<file path="src/rtl/tap_delay_pkg.sv">
package tap_delay_pkg;

    localparam int unsigned DEF_STAGES = 16;
    localparam int unsigned DEF_LANES  = 2;

    function automatic int unsigned sel_bits(input int unsigned n);
        return (n > 1) ? $clog2(n) : 1;
    endfunction

    function automatic bit sel_in_range(input int unsigned idx, input int unsigned n);
        return idx < n;
    endfunction

    typedef enum logic {
        OUT_COMB = 1'b0,
        OUT_REG  = 1'b1
    } out_mode_e;

endpackage

</file>
<file path="src/rtl/tap_delay_chain.sv">
module tap_delay_chain
    import tap_delay_pkg::*;
#(
    parameter int unsigned STAGES = DEF_STAGES,
    parameter int unsigned LANES  = DEF_LANES
) (
    input  logic                           clk,
    input  logic                           rst,
    input  logic                           ce,
    input  logic [LANES-1:0]               din,
    output logic [STAGES-1:0][LANES-1:0]   stages
);

    always_ff @(posedge clk) begin
        if (ce) stages[0] <= din;
    end

    genvar k;
    generate
        for (k = 1; k < STAGES; k++) begin : g_stage
            always_ff @(posedge clk) begin
                if (ce) stages[k] <= stages[k-1];
            end

            a_r1_shift_link: assert property (@(posedge clk) disable iff (rst)
                ce |=> stages[k] == $past(stages[k-1]));
        end
    endgenerate

    a_r1_entry: assert property (@(posedge clk) disable iff (rst)
        ce |=> stages[0] == $past(din));

    a_r3_hold: assert property (@(posedge clk) disable iff (rst)
        !ce |=> $stable(stages));

endmodule

</file>
<file path="src/rtl/tap_delay_mux.sv">
module tap_delay_mux
    import tap_delay_pkg::*;
#(
    parameter int unsigned STAGES = DEF_STAGES,
    parameter int unsigned LANES  = DEF_LANES,
    parameter int unsigned SEL_W  = sel_bits(STAGES)
) (
    input  logic [STAGES-1:0][LANES-1:0]   stages,
    input  logic [SEL_W-1:0]               sel,
    output logic [LANES-1:0]               tap
);

    localparam int unsigned LAST = STAGES - 1;

    always_comb begin
        if (sel_in_range(int'(sel), STAGES)) tap = stages[sel];
        else                                 tap = stages[LAST];
    end

endmodule

</file>
<file path="src/rtl/tap_delay_out.sv">
module tap_delay_out
    import tap_delay_pkg::*;
#(
    parameter int unsigned LANES = DEF_LANES,
    parameter out_mode_e   MODE  = OUT_REG
) (
    input  logic             clk,
    input  logic             rst,
    input  logic             ce,
    input  logic [LANES-1:0] tap,
    output logic [LANES-1:0] tap_q
);

    generate
        if (MODE == OUT_REG) begin : g_reg
            always_ff @(posedge clk) begin
                if (rst)     tap_q <= '0;
                else if (ce) tap_q <= tap;
            end

            a_r6_load: assert property (@(posedge clk) disable iff (rst)
                ce |=> tap_q == $past(tap));

            a_r7_clear: assert property (@(posedge clk)
                rst |=> tap_q == '0);
        end else begin : g_comb
            assign tap_q = tap;
        end
    endgenerate

endmodule

</file>
<file path="src/rtl/tap_delay_line.sv">
module tap_delay_line
    import tap_delay_pkg::*;
#(
    parameter int unsigned STAGES = DEF_STAGES,
    parameter int unsigned LANES  = DEF_LANES,
    parameter out_mode_e   MODE   = OUT_REG,
    parameter int unsigned SEL_W  = sel_bits(STAGES)
) (
    input  logic             clk,
    input  logic             rst,
    input  logic             ce,
    input  logic [LANES-1:0] din,
    input  logic [SEL_W-1:0] tap_sel,
    output logic [LANES-1:0] tap_out,
    output logic [LANES-1:0] tap_q,
    output logic [LANES-1:0] cascade_out
);

    localparam int unsigned LAST = STAGES - 1;

    logic [STAGES-1:0][LANES-1:0] stages;

    tap_delay_chain #(.STAGES(STAGES), .LANES(LANES)) chain_i (
        .clk(clk), .rst(rst), .ce(ce), .din(din), .stages(stages)
    );

    tap_delay_mux #(.STAGES(STAGES), .LANES(LANES), .SEL_W(SEL_W)) mux_i (
        .stages(stages), .sel(tap_sel), .tap(tap_out)
    );

    tap_delay_out #(.LANES(LANES), .MODE(MODE)) out_i (
        .clk(clk), .rst(rst), .ce(ce), .tap(tap_out), .tap_q(tap_q)
    );

    assign cascade_out = stages[LAST];

    a_r5_cascade: assert property (@(posedge clk) disable iff (rst)
        ce |=> cascade_out == $past(stages[LAST-1]));

    a_r3_cascade_hold: assert property (@(posedge clk) disable iff (rst)
        !ce |=> $stable(cascade_out));

endmodule

</file>
<file path="config.mk">
export PLATFORM = sky130hd
export DESIGN_NAME = tap_delay_line
export DESIGN_NICKNAME = d
export VERILOG_FILES = /design/src/rtl/tap_delay_pkg.sv /design/src/rtl/tap_delay_chain.sv /design/src/rtl/tap_delay_mux.sv /design/src/rtl/tap_delay_out.sv /design/src/rtl/tap_delay_line.sv
export SDC_FILE = /design/constraint.sdc
export NUM_CORES = 1
export LEC_CHECK = 0
export ABC_AREA = 1
export BUFFER_PORTS_ARGS = -buffer_cell sky130_fd_sc_hd__buf_2
export CAP_MARGIN = 30
export CORE_MARGIN = 4
export CORE_UTILIZATION = 45
export DETAILED_ROUTE_END_ITERATION = 8
export PLACE_DENSITY = 0.69
export SLEW_MARGIN = 20
export SYNTH_ARGS = -nofsm -noshare
export SYNTH_HDL_FRONTEND = slang
export SYNTH_HIERARCHICAL = 1
export SYNTH_SLANG_ARGS = --single-unit
</file>
<file path="constraint.sdc">
create_clock -name clk -period 1.87 [get_ports clk]
set_input_delay 0.187 -clock clk [delete_from_list [all_inputs] [get_ports clk]]
set_output_delay 0.187 -clock clk [all_outputs]
set_load 0.005 [all_outputs]
</file>
=== After elaboration in Yosys (flattened, before gate mapping) ===
Index checks and enable logic that the tools add are counted.

* Bits in registers: 34
* Input port bits: 9
* Output and inout port bits: 6

* $lt $le $gt $ge: 1
* Mux-type cells: 2

{| class="wikitable"
|+ Operators by type and width
! cell !! number
|-
| $bmux W2 S4 || 1
|-
| $lt A4 B5 Y1 const B || 1
|-
| $mux W2 || 1
|}

=== Depth between registers and ports, before layout ===
Gate-level depths: netlist of run 1.

* Depth after elaboration: 2
* Mapped depth: 12

=== Hierarchy ===
Netlist of run 1, hierarchy kept.

{| class="wikitable"
|+ By module, submodules not included
! module !! times used !! cells an instance !! area each (sq um)
|-
| tap_delay_chain || 1 || 32 || 960.9
|-
| tap_delay_mux || 1 || 98 || 420.4
|-
| tap_delay_out || 1 || 13 || 81.3
|}

=== Worst setup path after synthesis of run 1 ===
No wires, ideal clock.

* Kind: input to register
* Start point: input port tap_sel[0]
* End point: register out_i.tap_q[1]
* Data arrival time: 0.956 ns
* Required time: 1.757 ns
* Setup slack: 0.802 ns
* Stages on the path: 12
* Buffers on the path: 2
* Cell sequence: buf_6 > inv_4 > buf_6 > nand2_1 > nand3_1 > nand3_1 > nand3_1 > nand2_1 > inv_1 > nand2_1 > nand2_1 > nor2_1

* Longest elaborated chain between the ends: 2

{| class="wikitable"
|+ Ends and longest elaborated chain
! what !! line !! text
|-
| start: declaration || tap_delay_line.sv:13 || <nowiki>input logic [SEL_W-1:0] tap_sel,</nowiki>
|-
| $bmux W2 S4 || tap_delay_mux.sv:16 || <nowiki>if (sel_in_range(int'(sel), STAGES)) tap = stages[sel];</nowiki>
|-
| $mux W2 (not written as such) || tap_delay_mux.sv:16 ||
|-
| net tap_out[1] || tap_delay_line.sv:14 || <nowiki>output logic [LANES-1:0] tap_out,</nowiki>
|-
| end signal: assignment || tap_delay_out.sv:18 || <nowiki>else if (ce) tap_q <= tap;</nowiki>
|-
| end: declaration || tap_delay_out.sv:11 || <nowiki>output logic [LANES-1:0] tap_q</nowiki>
|}

The timed path passes the listed nets, and every way through them passes these cells. The select of a mux whose other input is x is not followed.
A chain may end at the register's enable or synchronous reset.

=== Worst setup path after layout of run 1 ===
* Start point: register chain_i/stages[2] (netlist bit)
* End point: output port tap_out[0]

* Longest elaborated chain between the ends: 2

{| class="wikitable"
|+ Ends and longest elaborated chain
! what !! line !! text
|-
| start: declaration || tap_delay_chain.sv:11 || <nowiki>output logic [STAGES-1:0][LANES-1:0] stages</nowiki>
|-
| start signal: indexed assignment || tap_delay_chain.sv:22 || <nowiki>if (ce) stages[k] <= stages[k-1];</nowiki>
|-
| $bmux W2 S4 || tap_delay_mux.sv:16 ||
|-
| $mux W2 (not written as such) || tap_delay_mux.sv:16 ||
|-
| end: declaration || tap_delay_line.sv:14 ||
|}

No other way between the ends. The select of a mux whose other input is x is not followed.

==> metrics.cfg, run 1 <==
[clock_network]
post-cts-setup-buffer-count = 0
cts_tree = yes
clockBufferDepth = 2
htreeDepth = 2
cts-root-buf = clkbuf_4
clk_pin_slew_ns = 0.09
cts_made_buffers = 5
cts_resized = 0
clk_latency_ns = 0.32
clkSinkCount = 34
cts_hold_buf = 0

[floorplanning]
num_io_pins = 15
coreArea_mm2 = 0.00308
die-height_um = 65.0
rows = 20
die_w_um = 65.0
initial_core_util_pct = 47.5
die-area_mm2 = 0.00423

[synth]
yosys.area_share.simple_pct = 21.0
yosysUniqueCellTypes = 11
synth_area_mm2 = 0.00146
ys_seq_area_share_pct = 68.4
syn_inst = 143
synth_compound_area_share_pct = 0
ys_seq_elements = 34
synth_xor_area_share_pct = 0
syn_nets = 152
synth_top_family_by_area = simple AND/OR/NAND/NOR gates
avgSynthCellArea_um2 = 10.2
yosys_warnings = 6
synth_mux_area_share_pct = 0
synthAdderAreaFrac_pct = 0

[place]
dpl_worst_slack_ns = 0.529
dpl_cell_area_mm2 = 0.00155
placedCellCount = 197
io_buffers = 14
hpwl_um = 1610
gp_congestion = 0.861

[final_layout]
ff_latch_area_mm2 = 0.00100
fin_area_mm2 = 0.00160
syn_to_final_growth_pct = 9.50
final_cells = 205
nets = 169
mostFrequentLayoutCell = nand2_1
multiInputGateArea_um2 = 308
fill_cells = 295
final_cell_mix = nand2_1, edfxtp_1, inv_1
antenna_cells = 0
drive_above_1_share_pct = 13.0

[drt]
wirelength_um = 2390
routed-via-count = 940
routedWlPerCell_um = 11.6
final_antenna_net_count = 0
drc_errors = 0
vias_per_cell = 4.59
drt_iter0_markers = 56
drt-pass1-iter-count = 4

[setup_path]
critical_path.max_fanout = 2
slowest_delay_ns = 0.40
crit_arrival_ns = 1.31
cp_cell_sequence = inv_1, nand2_1, nand3_1, nand3_1, nand3_1, nand2_1, buf_2
cp-start-kind = flip-flop
path_class = flip-flop to output pin
endpoint_kind = output pin
path_common_cell = nand3_1
critPathRequiredTime_ns = 1.68
slowest_stage = edfxtp_1

[global_routing]
grt_max_degree = 37
grt_pass1_wl_um = 4150
grt_pass1_vias = 881
grtUsageTotal_pct = 13.0
gr-total-overflow = 0
antenna_found_initial = 0

[timing]
hold_viol = 0
max_freq_mhz = 666
setup_violations = 0
slew_headroom_pct = 51.5
fin_setup_tns_ns = 0
setup_ws_ns = 0.369
fin_skew_ns = 0.00753
worstMarginPinSlew_ns = 0.728
rsz0062_at_grt = false
min_period_ns = 1.50
finalCritPeriodShare_pct = 80.3
final_max_slew_viol_count = 0

[job]
cap_violations = 0

[power]
powerDensity_mw_per_mm2 = 862
leakage_nw = 0.749
max-vdd-ir-drop_uv = 411

[hold_path]
hold_class = input pin to flip-flop

[run_status]
status = finished clean

[logic make-up after synthesis]
group,after synthesis
AND/OR/NAND/NOR,74
buffers and inverters,35
flip-flops,34
[state kept, by name (all words and copies together) (netlist names)]
signal,cells
chain_i/stages,32
out_i/tap_q,2
[per-layer routing]
layer  up-vias  wire length (µm)  global-route usage [%]
met5         -                 0                       0
met4         0                28                    5.44
met3         3               129                    5.55
met2        23              1060                    18.9
met1       426              1170                    16.9
li1        488                 -                       -
[critical path: cells and delay by family (launching register included)]
family	cells	cell delay, ns
DFF	1	0.40
buffers and inverters	2	0.19
and+or+nand+nor	5	0.40
[stage by stage]
step / power, W / hold slack (ns) / util [%]
after CTS: 0.00140 / 0.0127 / 52.0
after global placement: 0.00104 / 0.367 / 50.4
after detailed placement: 0.00104 / 0.366 / 50.4
after global routing: 0.00147 / 0.00866 / 52.0
final: 0.00138 / 0.0318 / 52.0
after floorplan: 0.000995 / 0.286 / -
[path summary, 6_finish.rpt]
path                            slack (ns)            endpoint          startpoint  depth (start not counted)
worst max-delay path                  0.37          tap_out[0]   chain_i/stages[2]                          7
worst min-delay path                  0.03   chain_i/stages[1]              din[1]                          1
worst max register to register        0.70      out_i/tap_q[0]   chain_i/stages[2]                         10
worst min register to register        0.46  chain_i/stages[18]  chain_i/stages[16]                          0
[power breakdown]
| group | switching (W) | internal [W] |
|---|---|---|
| sequential | 0.0000222 | 0.000884 |
| clock | 0.000220 | 0.000134 |
| combinational | 0.0000772 | 0.0000436 |
| total | 0.000319 | 0.00106 |
[area by class of cell]
cell class                 count  area share, %
tap                           44           3.44
timing repair buffer          14           4.37
multi-input combinational     74           19.2
sequential                    34           62.5
clock buffer                   5           2.34
inverter                      31           7.42
clock inverter                 3          0.703
[cell usage after synthesis]
library cell   n  share of area, %
buf_2          1              0.34
buf_4          1              0.51
buf_6          2               1.5
dfxtp_1        2               2.7
edfxtp_1      32                66
inv_1         29               7.4
inv_2          1              0.26
inv_4          1              0.43
nand2_1       46                12
nand3_1       24               8.2
nor2_1         4               1.0
(Power assumes the default switching activity.)
==> inputs of run 2 (changes only) <==
PLACE_DENSITY = 0.71   (was 0.69)
clock period = 1.3 ns   (was 1.87 ns; I/O delays follow)
==> metrics.cfg, run 2 (synthesis gave the netlist of run 1 again) <==
[floorplanning]
die-height_um = 65.0  ; unchanged
die-area_mm2 = 0.00423  ; unchanged
num_io_pins = 15  ; unchanged
die_w_um = 65.0  ; unchanged
rows = 20  ; unchanged
coreArea_mm2 = 0.00308  ; unchanged
initial_core_util_pct = 47.5  ; unchanged

[hold_path]
hold_class = input pin to flip-flop
holdPathEnd = out_i/tap_q[1]
hold_depth = 4  ; +3
hold_path_startpoint = rst

[setup_path]
regToRegSetupSlack_ns = -0.08  ; -0.78 ns
path_class = flip-flop to output pin
r2r_start = chain_i/stages[29]
critical_path.max_fanout = 2  ; unchanged
ff2ff_path_depth = 12  ; +2
endpoint_kind = output pin
cp-start-kind = flip-flop
crit_arrival_ns = 1.30  ; about the same
timing.rr.end = out_i/tap_q[1]
critPathRequiredTime_ns = 1.17  ; -0.51 ns

[global_routing]
grt_max_degree = 37  ; unchanged
gr-total-overflow = 0  ; unchanged
grt_pass1_wl_um = 4170  ; +0.68%
grtUsageTotal_pct = 13.4  ; +0.42 points
grt_pass1_vias = 985  ; +12%
antenna_found_initial = 0  ; unchanged

[clock_network]
cts_tree = yes
clockBufferDepth = 2  ; unchanged
cts_made_buffers = 5  ; unchanged
htreeDepth = 2  ; unchanged
clk_pin_slew_ns = 0.10  ; about the same
clkSinkCount = 34  ; unchanged
clk_latency_ns = 0.34  ; +0.02 ns
cts-root-buf = clkbuf_4

[final_layout]
antenna_cells = 0  ; unchanged
largest_reg_flops = 32  ; unchanged
nets = 186  ; +10%
fin_area_mm2 = 0.00179  ; +12%
regMostFlops = chain_i/stages
ff_latch_area_mm2 = 0.00100  ; unchanged
mostFrequentLayoutCell = nand2_1
multiInputGateArea_um2 = 325  ; +5.7%
drive_above_1_share_pct = 23.6  ; +11 points
syn_to_final_growth_pct = 22.4
fill_cells = 283  ; -4.1%
reg_top3 = chain_i/stages (32), out_i/tap_q (2)
final_cell_mix = nand2_1, edfxtp_1, inv_1
utilization_pct = 58.2  ; +6.1 points

[timing]
worstMarginPinSlew_ns = 0.185  ; -0.543 ns
hold_viol = 0  ; unchanged
min_period_ns = 1.43
max_freq_mhz = 697
slew_headroom_pct = 87.7  ; +36 points
rsz0062_at_grt = true
setup_ws_ns = -0.135  ; -0.504 ns
fin_setup_tns_ns = -0.343  ; -0.343 ns
fin_skew_ns = 0.0129  ; +0.00537 ns
finalCritPeriodShare_pct = 110
final_max_slew_viol_count = 0  ; unchanged
setup_violations = 3  ; +3

[place]
hpwl_um = 1640  ; +2.1%
gp_congestion = 0.903  ; +4.8%
dpl_cell_area_mm2 = 0.00158  ; +1.8%
io_buffers = 14  ; unchanged

[drt]
routed-via-count = 1045  ; +11%
drc_errors = 0  ; unchanged
drt_iter0_markers = 57  ; +1.8%
final_antenna_net_count = 0  ; unchanged
vias_per_cell = 4.71  ; +2.7%
routedWlPerCell_um = 11.7  ; +0.27%
wirelength_um = 2590  ; +8.6%
drt-pass1-iter-count = 4  ; unchanged

[power]
leakage_nw = 0.851  ; +14%
powerDensity_mw_per_mm2 = 1280  ; +48%
max-vdd-ir-drop_uv = 791  ; +93%

[job]
cap_violations = 0  ; unchanged

[run_status]
status = complete, but fails checks
violations = negative setup slack

-- run 2: worst max-delay path, stage by stage (launching register included) --
cell and delay (ns):
edfxtp_1 0.41, inv_1 0.07, nand2_1 0.05, nand3_1 0.08, nand3_1 0.06, nand3_1 0.09, nand2_1 0.07, buf_2 0.13
-- run 2: power by group --
group | switching (W) | total (W) | internal (W)
sequential | 0.0000321 | 0.00130 | 0.00127
clock | 0.000337 | 0.000745 | 0.000408
combinational | 0.000130 | 0.000240 | 0.000111
-- run 2: cell type report --
class,instances,share of cell area [%]
clock inverters,1,1.68
inverters,31,6.64
multi-input cells,74,18.2
well taps,44,3.07
repair buffers,31,12.0
clock buffers,7,2.52
flip-flops and latches,34,55.9
-- run 2: what timing repair did --
item	CTS	global route
endpoints found under the setup margin	2	4
setup buffers	6	7
hold buffers	2	0
gates resized for setup	0	5
pin swaps	9	9
hold endpoints to repair	2	0
-- run 2: routing by layer --
metal / global-route usage, % / part of all wire (%) / vias to the layer above
li1: - / - / 520
met1: 15.5 / 46 / 492
met2: 21.1 / 47 / 26
met3: 5.37 / 5.4 / 7
met4: 7.51 / 2.0 / 0
met5: 0 / 0 / -
-- run 2: through the flow --
step           hold WS (ns)  cells  setup slack [ns]  power (W)
5_1_grt              0.0594    222            -0.233    0.00240
3_5_place_dp          0.310    199            0.0942    0.00151
4_1_cts              0.0214    215            -0.168    0.00228
2_1_floorplan         0.229    143             0.281    0.00143
6_report             0.0368    222            -0.135    0.00229
3_3_place_gp          0.308    199             0.133    0.00150
-- run 2: worst max path at each step --
stage                endpoint  cells past startpoint          startpoint
2_1_floorplan  out_i/tap_q[1]                     10  chain_i/stages[31]
3_3_place_gp   out_i/tap_q[0]                     11          tap_sel[0]
3_5_place_dp   out_i/tap_q[1]                     12          tap_sel[0]
4_1_cts            tap_out[1]                      7  chain_i/stages[29]
5_1_grt            tap_out[0]                      7  chain_i/stages[10]
6_report           tap_out[0]                      7  chain_i/stages[16]
==> inputs of run 3 (changes only) <==
MAX_ROUTING_LAYER = met4   (was not set)
==> metrics.cfg, run 3 (synthesis gave the netlist of run 1 again) <==
[run_status]
status = complete, but fails checks
violations = negative setup slack

[global_routing]
grt_pass1_wl_um = 4160  ; -0.34%
antenna_found_initial = 0  ; unchanged
gr-total-overflow = 0  ; unchanged
grt_use_met3_pct = 5.37  ; unchanged
use_met1_pct = 15.5  ; unchanged
use_met2_pct = 20.8  ; -0.26 points
grt_pass1_vias = 987  ; +0.20%
grt_max_degree = 37  ; unchanged
top_usage_layer = met2
grtUsageTotal_pct = 13.7  ; +0.29 points

[place]
placedCellCount = 199  ; unchanged
hpwl_um = 1640  ; unchanged
gp_congestion = 0.918  ; +1.7%
io_buffers = 14  ; unchanged

[hold_path]
hold_class = input pin to flip-flop

[clock_network]
clkSinkCount = 34  ; unchanged
cts_tree = yes
clk_pin_slew_ns = 0.10  ; about the same
clockBufferDepth = 2  ; unchanged
cts-root-buf = clkbuf_4
htreeDepth = 2  ; unchanged
clk_latency_ns = 0.34  ; about the same
cts_made_buffers = 5  ; unchanged

[floorplanning]
die-area_mm2 = 0.00423  ; unchanged
die_w_um = 65.0  ; unchanged
die-height_um = 65.0  ; unchanged
initial_core_util_pct = 47.5  ; unchanged
rows = 20  ; unchanged
coreArea_mm2 = 0.00308  ; unchanged
num_io_pins = 15  ; unchanged

[setup_path]
crit_start = chain_i/stages[16]
crit_end = tap_out[0]
timing.rr.end = out_i/tap_q[1]
endpoint_kind = output pin
path_class = flip-flop to output pin
critical_path.max_fanout = 2  ; unchanged
cp-start-kind = flip-flop
critPathRequiredTime_ns = 1.17  ; about the same
ff2ff_path_depth = 12  ; unchanged
regToRegSetupSlack_ns = -0.08  ; about the same
r2r_start = chain_i/stages[29]
crit_arrival_ns = 1.31  ; about the same

[final_layout]
reg_top3 = chain_i/stages (32), out_i/tap_q (2)
ff_latch_area_mm2 = 0.00100  ; unchanged
final_cell_mix = nand2_1, edfxtp_1, inv_1
syn_to_final_growth_pct = 22.4  ; unchanged
final_cells = 222  ; unchanged
nets = 186  ; unchanged
mostFrequentLayoutCell = nand2_1
antenna_cells = 0  ; unchanged
drive_above_1_share_pct = 23.6  ; unchanged
fill_cells = 283  ; unchanged
largest_reg_flops = 32  ; unchanged
utilization_pct = 58.2  ; unchanged
regMostFlops = chain_i/stages
multiInputGateArea_um2 = 325  ; unchanged

[timing]
setup_violations = 3  ; unchanged
finalCritPeriodShare_pct = 111  ; +0.16 points
rsz0062_at_grt = true
worstMarginPinSlew_ns = 0.187  ; +0.00166 ns
slew_headroom_pct = 87.6  ; -0.11 points
worst_hold_slack_ns = 0.0360  ; -0.000832 ns
fin_skew_ns = 0.0127  ; -0.000200 ns
final_max_slew_viol_count = 0  ; unchanged
min_period_ns = 1.44  ; +0.00205 ns
hold_viol = 0  ; unchanged
setup_ws_ns = -0.137  ; -0.00205 ns
max_freq_mhz = 696  ; -0.14%

[drt]
routed-via-count = 1041  ; -0.38%
final_antenna_net_count = 0  ; unchanged
vias_per_cell = 4.69  ; -0.38%
wirelength_um = 2600  ; +0.39%
drt_iter0_markers = 43  ; -25%
drc_errors = 0  ; unchanged
drt-pass1-iter-count = 4  ; unchanged
routedWlPerCell_um = 11.7  ; +0.39%

[power]
total_power_w = 0.00229  ; about the same
max-vdd-ir-drop_uv = 790  ; about the same
powerDensity_mw_per_mm2 = 1280  ; about the same
leakage_nw = 0.851  ; unchanged

[job]
cap_violations = 0  ; unchanged

[run 3: worst max-delay path, cell delays in order (launching register included)]
cell and delay (ns):
edfxtp_1 0.41, inv_1 0.07, nand2_1 0.05, nand3_1 0.08, nand3_1 0.06, nand3_1 0.09, nand2_1 0.07, buf_2 0.13
[run 3: layout make-up]
cell class	count	share of cell area, %
Sequential cell	34	55.9
Multi-Input combinational cell	74	18.2
Timing Repair Buffer	31	12.0
Inverter	31	6.64
Tap cell	44	3.07
Clock buffer	7	2.52
Clock inverter	1	1.68
[run 3: how the worst min path moves through the flow]
stage	startpoint	end	slack [ns]	cells after the start
after detailed placement	din[1]	chain_i/stages[1]	0.31	1
final	rst	out_i/tap_q[1]	0.04	4
after global placement	din[0]	chain_i/stages[0]	0.31	1
after CTS	rst	out_i/tap_q[1]	0.02	4
after floorplan	din[0]	chain_i/stages[0]	0.23	0
after global routing	rst	out_i/tap_q[0]	0.06	4
[run 3: per-layer routing]
metal / wire length [µm] / vias to the layer above
met1: 1200 / 485
li1: - / 519
met5: 0 / -
met2: 1210 / 28
met4: 61 / 0
met3: 134 / 9
[run 3: stage by stage]
stage / cell area (µm²) / setup TNS, ns / worst slack (ns)
global placement: 1580 / 0 / 0.133
finish: 1790 / -0.344 / -0.137
global route: 1790 / -0.684 / -0.233
detailed placement: 1580 / 0 / 0.0942
CTS: 1720 / -0.388 / -0.168
floorplan: 1460 / 0 / 0.281
[run 3: what timing repair did]
| item | 4_1_cts | 5_1_grt |
|---|---|---|
| hold buffers | 2 | 0 |
| pin swaps | 9 | 9 |
| setup buffers | 6 | 7 |
| resized for setup | 0 | 5 |
| setup endpoints to repair | 2 | 4 |
| hold endpoints to repair | 2 | 0 |
[run 3: report_power, final]
part / switching (W) / internal (W)
Combinational: 0.000130 / 0.000111
Sequential: 0.0000320 / 0.00127
Clock: 0.000337 / 0.000408
